[src/rtl/dmp_pkg.sv]
package dmp_pkg;

    localparam int STAGES_MAX = 4;
    localparam int CORE_W     = 3;
    localparam int LEN_W      = 7;

    typedef enum logic [1:0] {
        RATIO_8  = 2'b00,
        RATIO_16 = 2'b01,
        RATIO_32 = 2'b10,
        RATIO_64 = 2'b11
    } ratio_e;

    typedef struct packed {
        ratio_e ratio;
        logic   stretch_req;
    } period_cfg_t;

    // Bit i set when binary stage i takes part for ratio r.
    function automatic logic [STAGES_MAX-1:0] stage_mask(ratio_e r);
        logic [STAGES_MAX-1:0] m;
        m = '0;
        for (int i = 0; i < STAGES_MAX; i++) begin
            if (i <= int'(r)) m[i] = 1'b1;
        end
        return m;
    endfunction

    // Input cycles in one period for a ratio and an extend request.
    function automatic logic [LEN_W-1:0] period_len(ratio_e r, logic ext);
        return LEN_W'(8 << int'(r)) + LEN_W'(ext);
    endfunction

endpackage

[src/rtl/dmp_core45.sv]
module dmp_core45
    import dmp_pkg::*;
#(
    parameter int W = CORE_W
) (
    input  logic         clk,
    input  logic         rst,
    input  logic         stretch,
    output logic [W-1:0] cnt,
    output logic         at_last
);

    localparam logic [W-1:0] LAST4 = W'(3);
    localparam logic [W-1:0] LAST5 = W'(4);

    logic [W-1:0] last_val;

    always_comb begin
        last_val = stretch ? LAST5 : LAST4;
        at_last  = (cnt == last_val);
    end

    always_ff @(posedge clk) begin
        if (rst || at_last) cnt <= '0;
        else                cnt <= cnt + W'(1);
    end

endmodule

[src/rtl/dmp_binstages.sv]
module dmp_binstages #(
    parameter int N = 4
) (
    input  logic         clk,
    input  logic         rst,
    input  logic         adv,
    input  logic [N-1:0] mask,
    output logic [N-1:0] q,
    output logic         term
);

    logic [N-1:0] carry;

    always_comb begin
        carry[0] = adv;
        for (int i = 1; i < N; i++) begin
            carry[i] = carry[i-1] & q[i-1];
        end
        term = &(q | ~mask);
    end

    for (genvar g = 0; g < N; g++) begin : g_stage
        always_ff @(posedge clk) begin
            if (rst || (adv && term))        q[g] <= 1'b0;
            else if (carry[g] && mask[g])    q[g] <= ~q[g];
        end
    end

endmodule

[src/rtl/dmp_modctl.sv]
module dmp_modctl
    import dmp_pkg::*;
(
    input  logic        clk,
    input  logic        rst,
    input  logic        boundary,
    input  logic [1:0]  ratio_sel,
    input  logic        mod_ctl,
    output period_cfg_t cur
);

    always_ff @(posedge clk) begin
        if (rst || boundary) begin
            cur <= '{ratio: ratio_e'(ratio_sel), stretch_req: mod_ctl};
        end
    end

endmodule

[src/rtl/dualmod_prescaler.sv]
module dualmod_prescaler
    import dmp_pkg::*;
#(
    parameter int STAGES = STAGES_MAX,
    parameter int CW     = CORE_W
) (
    input  logic       clk,
    input  logic       rst,
    input  logic [1:0] ratio_sel,
    input  logic       mod_ctl,
    output logic       div_pulse
);

    period_cfg_t       cur;
    ratio_e            cfg_q;
    logic              mod_q;
    logic [CW-1:0]     core_cnt;
    logic              core_last;
    logic [STAGES-1:0] stage_q;
    logic [STAGES-1:0] mask;
    logic              stage_term;
    logic              stretch;
    logic              boundary;

    assign cfg_q    = cur.ratio;
    assign mod_q    = cur.stretch_req;
    assign mask     = STAGES'(stage_mask(cfg_q));
    assign stretch  = mod_q && stage_term;
    assign boundary = core_last && stage_term;
    assign div_pulse = boundary && !rst;

    dmp_modctl u_ctl (
        .clk       (clk),
        .rst       (rst),
        .boundary  (boundary),
        .ratio_sel (ratio_sel),
        .mod_ctl   (mod_ctl),
        .cur       (cur)
    );

    dmp_core45 #(.W(CW)) u_core (
        .clk     (clk),
        .rst     (rst),
        .stretch (stretch),
        .cnt     (core_cnt),
        .at_last (core_last)
    );

    dmp_binstages #(.N(STAGES)) u_stg (
        .clk  (clk),
        .rst  (rst),
        .adv  (core_last),
        .mask (mask),
        .q    (stage_q),
        .term (stage_term)
    );

endmodule

[config.mk]
export PLATFORM = sky130hd
export DESIGN_NAME = dualmod_prescaler
export DESIGN_NICKNAME = d
export VERILOG_FILES = /design/src/rtl/dmp_pkg.sv /design/src/rtl/dmp_core45.sv /design/src/rtl/dmp_binstages.sv /design/src/rtl/dmp_modctl.sv /design/src/rtl/dualmod_prescaler.sv
export SDC_FILE = /design/constraint.sdc
export NUM_CORES = 1
export LEC_CHECK = 0
export BUFFER_PORTS_ARGS = -buffer_cell sky130_fd_sc_hd__clkbuf_2
export CAP_MARGIN = 10
export CORE_AREA = 2 2 39 41
export DETAILED_ROUTE_END_ITERATION = 16
export DIE_AREA = 0 0 41 43
export PLACE_DENSITY = 0.59
export REMOVE_ABC_BUFFERS = 1
export SLEW_MARGIN = 30
export SYNTH_ARGS = -nofsm -noshare
export SYNTH_HDL_FRONTEND = slang
export SYNTH_SLANG_ARGS = --single-unit
[constraint.sdc]
create_clock -name clk -period 2.8 [get_ports clk]
set_input_delay 0.28 -clock clk [delete_from_list [all_inputs] [get_ports clk]]
set_output_delay 0.28 -clock clk [all_outputs]
set_load 0.01 [all_outputs]
==> run_results.csv, run 1 <==
group,metric,value,unit
status,status,"completed",
floorplanning,core,0.00138,mm²
yosys,synth_seq_area_share,0.460,
clocking,cts.repair.resized,0,
yosys,synth_edf_count,3,
floorplanning,die-area,0.00176,mm²
final_layout,syn2layout_area_growth,14.2,%
floorplanning,rows,14,
detailed_routing,wl_per_cell,12.2,µm
timing,rsz0062_at_grt,"no",
clocking,h-tree-depth,1,
clocking,clk_latency,0.27,ns
detailed_routing,drt-total-wl,906,µm
timing,setup-tns-final,0,ns
hold_path,holdCritPathClass,"input port to flop",
global_routing,grt_usage,0.134,
final_layout,layout_commonest_cell,"dfxtp_1",
yosys,synthCells,49,
yosys,syn_area_per_cell,10.2,µm²
clocking,clock_sinks,10,
yosys,syn_area,500,µm²
placed_design,numPortBuffers,5,
worst_setup_path,path_class,"flop to output port",
global_routing,grt_util_met2,0.175,
worst_setup_path,cp-start-kind,"flop",
detailed_routing,drcViolationCount,0,
timing,min_period_over_period,0.717,
final_layout,drive_gt1_frac,0.207,
global_routing,grt_pass1_vias,369,
pwr,p_leak,0.000200,µW
pwr,power.total,300,µW
global_routing,antenna_found_initial,0,
floorplanning,start_util,0.362,
placed_design,hpwlAfterDp,654,µm
global_routing,met3_usage,0.0314,
timing,final_max_slew_viol_count,0,
detailed_routing,dr.pass1.iters,4,
placed_design,routabilityCongestion,0.822,
detailed_routing,viasPerCell,5.50,
flow_run,max-cap-violations,0,
clocking,cts_hold_buffers,0,
detailed_routing,vias,407,
detailed_routing,ant_nets,0,
worst_setup_path,critical_path_required,2.52,ns
floorplanning,io_pins,6,
floorplanning,die_h,43,µm
yosys,async_reset_ff_frac,0,
timing,fmax,498,MHz
final_layout,final_cell_mix,"dfxtp_1, clkbuf_2, o21ai_0",
global_routing,use_met1,0.183,
global_routing,grt_max_degree,8,
yosys,synth_cell_type_count,28,
yosys,ys_ff_latch,10,
pwr,ir_worst_vdd,0.000243,V
global_routing,grt_pass1_wl,1.57,mm
worst_setup_path,r2r_cells,5,
worst_setup_path,critPathArrivalTime,1.73,ns
worst_setup_path,worstSetupEndpointType,"output port",
detailed_routing,detail_route.iter0.violations,8,
timing,tightest_slew,0.398,ns
final_layout,nets,65,
timing,fin_skew,0.00549,ns
yosys,synth-main-ff-cell,"dfxtp_1",
global_routing,grt_most_used_layer,"met1",
clocking,cts_root_buf,"clkbuf_4",
final_layout,diodes,0,
clocking,clk_pin_slew,0.07,ns
clocking,cts_tree,"yes",
global_routing,overflow,0,
clocking,numCtsBuffers,3,
timing,finalHoldViolCount,0,
clocking,clock_path_buffers,2,
timing,relSlewSlack,0.731,
floorplanning,die_w,41,µm
pwr,power_density,525,mW/mm²
worst_setup_path,crit_path_max_fanout,5,
hold_path,whs_path_depth,1,
timing,min_period,2.01,ns
yosys,yosys_warnings,0,
clocking,post_cts_buffers,0,
timing,finalSetupViolations,0,
==> registers in the layout, summed over array words and instances (netlist names) <==
register	flops
u_stg.q	4
u_core.cnt	3
u_ctl.cur	3
==> per-stage QoR <==
step	cell area (µm²)	worst slack, ns	hold slack, ns	util	std cells
2_1_floorplan	500	1.22	0.356	-	49
4_1_cts	572	0.790	0.178	0.413	74
3_5_place_dp	546	1.10	0.460	0.394	70
6_report	572	0.791	0.182	0.413	74
3_3_place_gp	546	1.08	0.457	0.394	70
5_1_grt	572	0.660	0.182	0.413	74
==> report_power, final <==
group | leakage [µW] | switching, µW | total [µW] | internal (µW)
combinational | 0.0000983 | 14.4 | 28.0 | 13.6
clock | 0.0000150 | 50.9 | 106 | 55.1
sequential | 0.0000864 | 8.03 | 166 | 158
==> cells by family (layout without fill, tap and decap cells) <==
family	after synthesis	count (layout)	share of synthesized area
xor+xnor	1	1	0.0175
compound gates	19	19	0.268
fa+ha+maj	1	1	0.0250
buf+inv	3	12	0.0225
flops	10	10	0.460
simple gates	15	15	0.208
==> cells in the mapped netlist, types with 2 or more instances <==
cell type  n  area (µm²)
nand2_1    2        7.51
nand3_1    2        10.0
o21ai_0    4        20.0
a21oi_1    3        15.0
nor3_1     2        10.0
a211oi_1   3        22.5
inv_1      3        11.3
dfxtp_1    7         140
a211o_1    2        17.5
edfxtp_1   3        90.1
==> cell type report <==
class                           count  area, µm²
Clock buffer                        4       26.3
Inverter                            3       11.3
Sequential cell                    10        230
Tap cell                           16       20.0
Timing Repair Buffer                5       25.0
Fill cell                         136        812
Multi-Input combinational cell     36        259
==> layer usage <==
| layer | wire (µm) | vias to the layer above | part of all wire |
|---|---|---|---|
| met5 | 0 | - | 0 |
| met3 | 32 | 4 | 0.035 |
| li1 | - | 209 | - |
| met2 | 406 | 10 | 0.45 |
| met1 | 442 | 184 | 0.49 |
| met4 | 24 | 0 | 0.026 |
==> critical path, stage by stage (launching register included) <==
cell,delay (ns)
edfxtp_1,0.45
nor2b_4,0.16
o21ai_1,0.29
nand3_1,0.18
a211oi_1,0.21
clkbuf_2,0.17
==> path summary, 6_finish.rpt <==
check | from | endpoint | slack [ns]
worst max register to register | u_ctl.cur[1]$_DFFE_PP_ | u_stg.q[1]$_SDFFE_PP0P_ | 1.09
worst min register to register | u_stg.q[3]$_SDFFE_PP0P_ | u_stg.q[3]$_SDFFE_PP0P_ | 0.48
worst min-delay path | ratio_sel[0] | u_ctl.cur[1]$_DFFE_PP_ | 0.18
worst max-delay path | u_ctl.cur[1]$_DFFE_PP_ | div_pulse | 0.79
(Power assumes the default switching activity.)
==> run 2, diff against run 1 <==
- ABC_AREA: default -> 1
- PLACE_DENSITY: 0.59 -> 0.56
- clock period: 2.8 -> 2.1 ns (I/O delays scaled with it)
==> run_results.csv, run 2 <==
group,metric,value,unit
status,status,"completed",
yosys,yosys.area.top_type,"dfxtp_1",
pwr,switching_share,0.240,
flow_run,max-cap-violations,0,
final_layout,drive_gt1_frac,0.292,
yosys,synth_most_common_cell,"nand2_1",
pwr,p_clk_frac,0.347,
worst_setup_path,critical_path_required,1.89,ns
clocking,cts_tree,"yes",
final_layout,largest_reg_flops,4,
worst_setup_path,crit_buf_inv,2,
detailed_routing,vias,361,
final_layout,final_cell_mix,"nand2_1, nor2_1, dfxtp_1, inv_1, clkbuf_2",
pwr,p_leak,0.000228,µW
yosys,synth_compound_area_frac,0.0423,
yosys,yosysTopAreaCellShare,0.296,
yosys,yosys_warnings,0,
clocking,cts_root_buf,"clkbuf_4",
detailed_routing,viasPerCell,4.46,
yosys,synth-main-ff-cell,"dfxtp_1",
floorplanning,core,0.00138,mm²
yosys,synthCells,56,
timing,rsz0062_at_grt,"no",
floorplanning,io_pins,6,
placed_design,hpwlAfterDp,518,µm
placed_design,place_ws,0.558,ns
worst_setup_path,crit_family,"simple AND/OR/NAND/NOR gates",
clocking,clk_latency,0.26,ns
final_layout,top_register,"u_stg.q",
global_routing,antenna_found_initial,0,
final_layout,syn2layout_area_growth,15.1,%
detailed_routing,drcViolationCount,0,
final_layout,nets,72,
yosys,synthAdderAreaFrac,0.0265,
clocking,cts_hold_buffers,0,
global_routing,grt_usage,0.107,
clocking,clock_path_buffers,2,
detailed_routing,drt-total-wl,660,µm
pwr,power.share.combinational,0.094,
clocking,cts.repair.resized,0,
yosys,syn_area_per_cell,8.45,µm²
final_layout,diodes,0,
worst_setup_path,crit_path_frequent_cell,"nand2_1",
pwr,seq_power_share,0.558,
timing,tightest_slew,0.175,ns
detailed_routing,dr.pass1.iters,2,
placed_design,numPortBuffers,5,
hold_path,holdCritPathClass,"input port to flop",
worst_setup_path,critPathArrivalTime,1.57,ns
yosys,async_reset_ff_frac,0,
pwr,internal_power,301,µW
clocking,h-tree-depth,1,
timing,min_period,1.78,ns
timing,setup-tns-final,0,ns
yosys,synth_mux_area_frac,0,
worst_setup_path,crit_path_max_fanout,5,
final_layout,largest_registers,"u_stg.q: 4 flops, u_core.cnt: 3 flops, u_ctl.cur: 3 flops",
yosys,synth_common_cells,"nand2_1, dfxtp_1, nor2_1",
detailed_routing,ant_nets,0,
clocking,numCtsBuffers,3,
yosys,synth_edf_count,3,
worst_setup_path,cp-start-kind,"flop",
detailed_routing,detail_route.iter0.violations,4,
floorplanning,die-area,0.00176,mm²
worst_setup_path,worstSetupEndpointType,"output port",
clocking,post_cts_buffers,0,
pwr,ir_worst_vdd,0.000383,V
detailed_routing,wl_per_cell,8.15,µm
final_layout,layout_commonest_cell,"nand2_1",
yosys,ys_ff_latch,10,
yosys,syn_area,473,µm²
global_routing,grt_max_degree,8,
timing,final_max_slew_viol_count,0,
timing,fmax,563,MHz
yosys,synth_seq_area_share,0.487,
worst_setup_path,path_class,"flop to output port",
clocking,clk_pin_slew,0.06,ns
yosys,synth_area_leaders,"dfxtp_1, edfxtp_1, nand2_1, nor2_1, inv_1",
clocking,clock_sinks,10,
timing,min_period_over_period,0.846,
yosys,synth_cell_type_count,18,
floorplanning,die_h,43,µm
yosys,synthXorXnorAreaFrac,0.0185,
worst_setup_path,cpPeakStageDelay,0.45,ns
timing,fin_skew,0.00315,ns
global_routing,grt_pass1_vias,323,
yosys,synthSimpleGateAreaFrac,0.362,
global_routing,overflow,0,
timing,relSlewSlack,0.883,
floorplanning,rows,14,
worst_setup_path,cp_slowest_cell,"edfxtp_1",
floorplanning,die_w,41,µm
timing,finalSetupViolations,0,
global_routing,grt_pass1_wl,1.21,mm
timing,setup_ws,0.324,ns
timing,holdWs,0.118,ns
pwr,p_sw,94.8,µW
placed_design,routabilityCongestion,0.734,
yosys,synth_top_family_by_area,"simple AND/OR/NAND/NOR gates",
timing,finalHoldViolCount,0,
floorplanning,start_util,0.342,
worst_setup_path,crit_path_cell_trace,"inv_1 > nand2_1 > nand2_1 > nand3_2 > nand2_2 > nand4_1 > nor2_1 > clkbuf_2",
pwr,power_density,726,mW/mm²
-- run 2: cells by family (layout without fill, tap and decap cells) --
group | Yosys count | count (layout)
xor+xnor | 1 | 1
simple gates | 32 | 32
fa+ha+maj | 1 | 1
buf+inv | 8 | 17
compound gates | 4 | 4
flops | 10 | 10
-- run 2: layer usage --
metal,track usage,vias up,wire [µm]
li1,-,196,-
met1,0.141,152,349
met2,0.122,10,253
met3,0.0471,3,40
met4,0.100,0,17
met5,0,-,0
-- run 2: worst reg2reg max path, cell delays in order, from the launching register on --
cell,delay [ns]
edfxtp_1,0.45
inv_1,0.08
nand2_1,0.08
nand2_1,0.14
nand3_2,0.09
nand2_2,0.09
nand4_1,0.12
nand2_2,0.18
-- run 2: final timing paths --
kind / slack [ns] / startpoint / end / cells past startpoint
worst max-delay path: 0.32 / u_ctl.cur[2]$_DFFE_PP_ / div_pulse / 8
worst min-delay path: 0.12 / ratio_sel[1] / u_ctl.cur[2]$_DFFE_PP_ / 1
worst max register to register: 0.56 / u_ctl.cur[2]$_DFFE_PP_ / u_ctl.cur[0]$_DFFE_PP_ / 7
worst min register to register: 0.46 / u_stg.q[1]$_SDFFE_PP0P_ / u_stg.q[1]$_SDFFE_PP0P_ / 2
-- run 2: stage by stage --
step / instances / util / cell area [µm²] / total power, µW
after detailed placement: 77 / 0.374 / 518 / 263
after CTS: 81 / 0.393 / 544 / 400
after global routing: 81 / 0.393 / 544 / 421
after floorplan: 56 / - / 473 / 253
final: 81 / 0.393 / 544 / 395
after global placement: 77 / 0.374 / 518 / 262
-- run 2: power by group through the flow --
stage	registers [µW]	logic [µW]	clock network (µW)
floorplan	223	29.8	0
global placement	225	37.6	0
detailed placement	225	37.9	0
CTS	221	38.1	141
global route	223	45.7	152
finish	221	37.3	137
-- run 2: cell type report --
| cell class | count | area (µm²) |
|---|---|---|
| Clock buffer | 4 | 26.3 |
| Fill cell | 153 | 840 |
| Inverter | 8 | 30.0 |
| Multi-Input combinational cell | 38 | 213 |
| Sequential cell | 10 | 230 |
| Tap cell | 16 | 20.0 |
| Timing Repair Buffer | 5 | 25.0 |
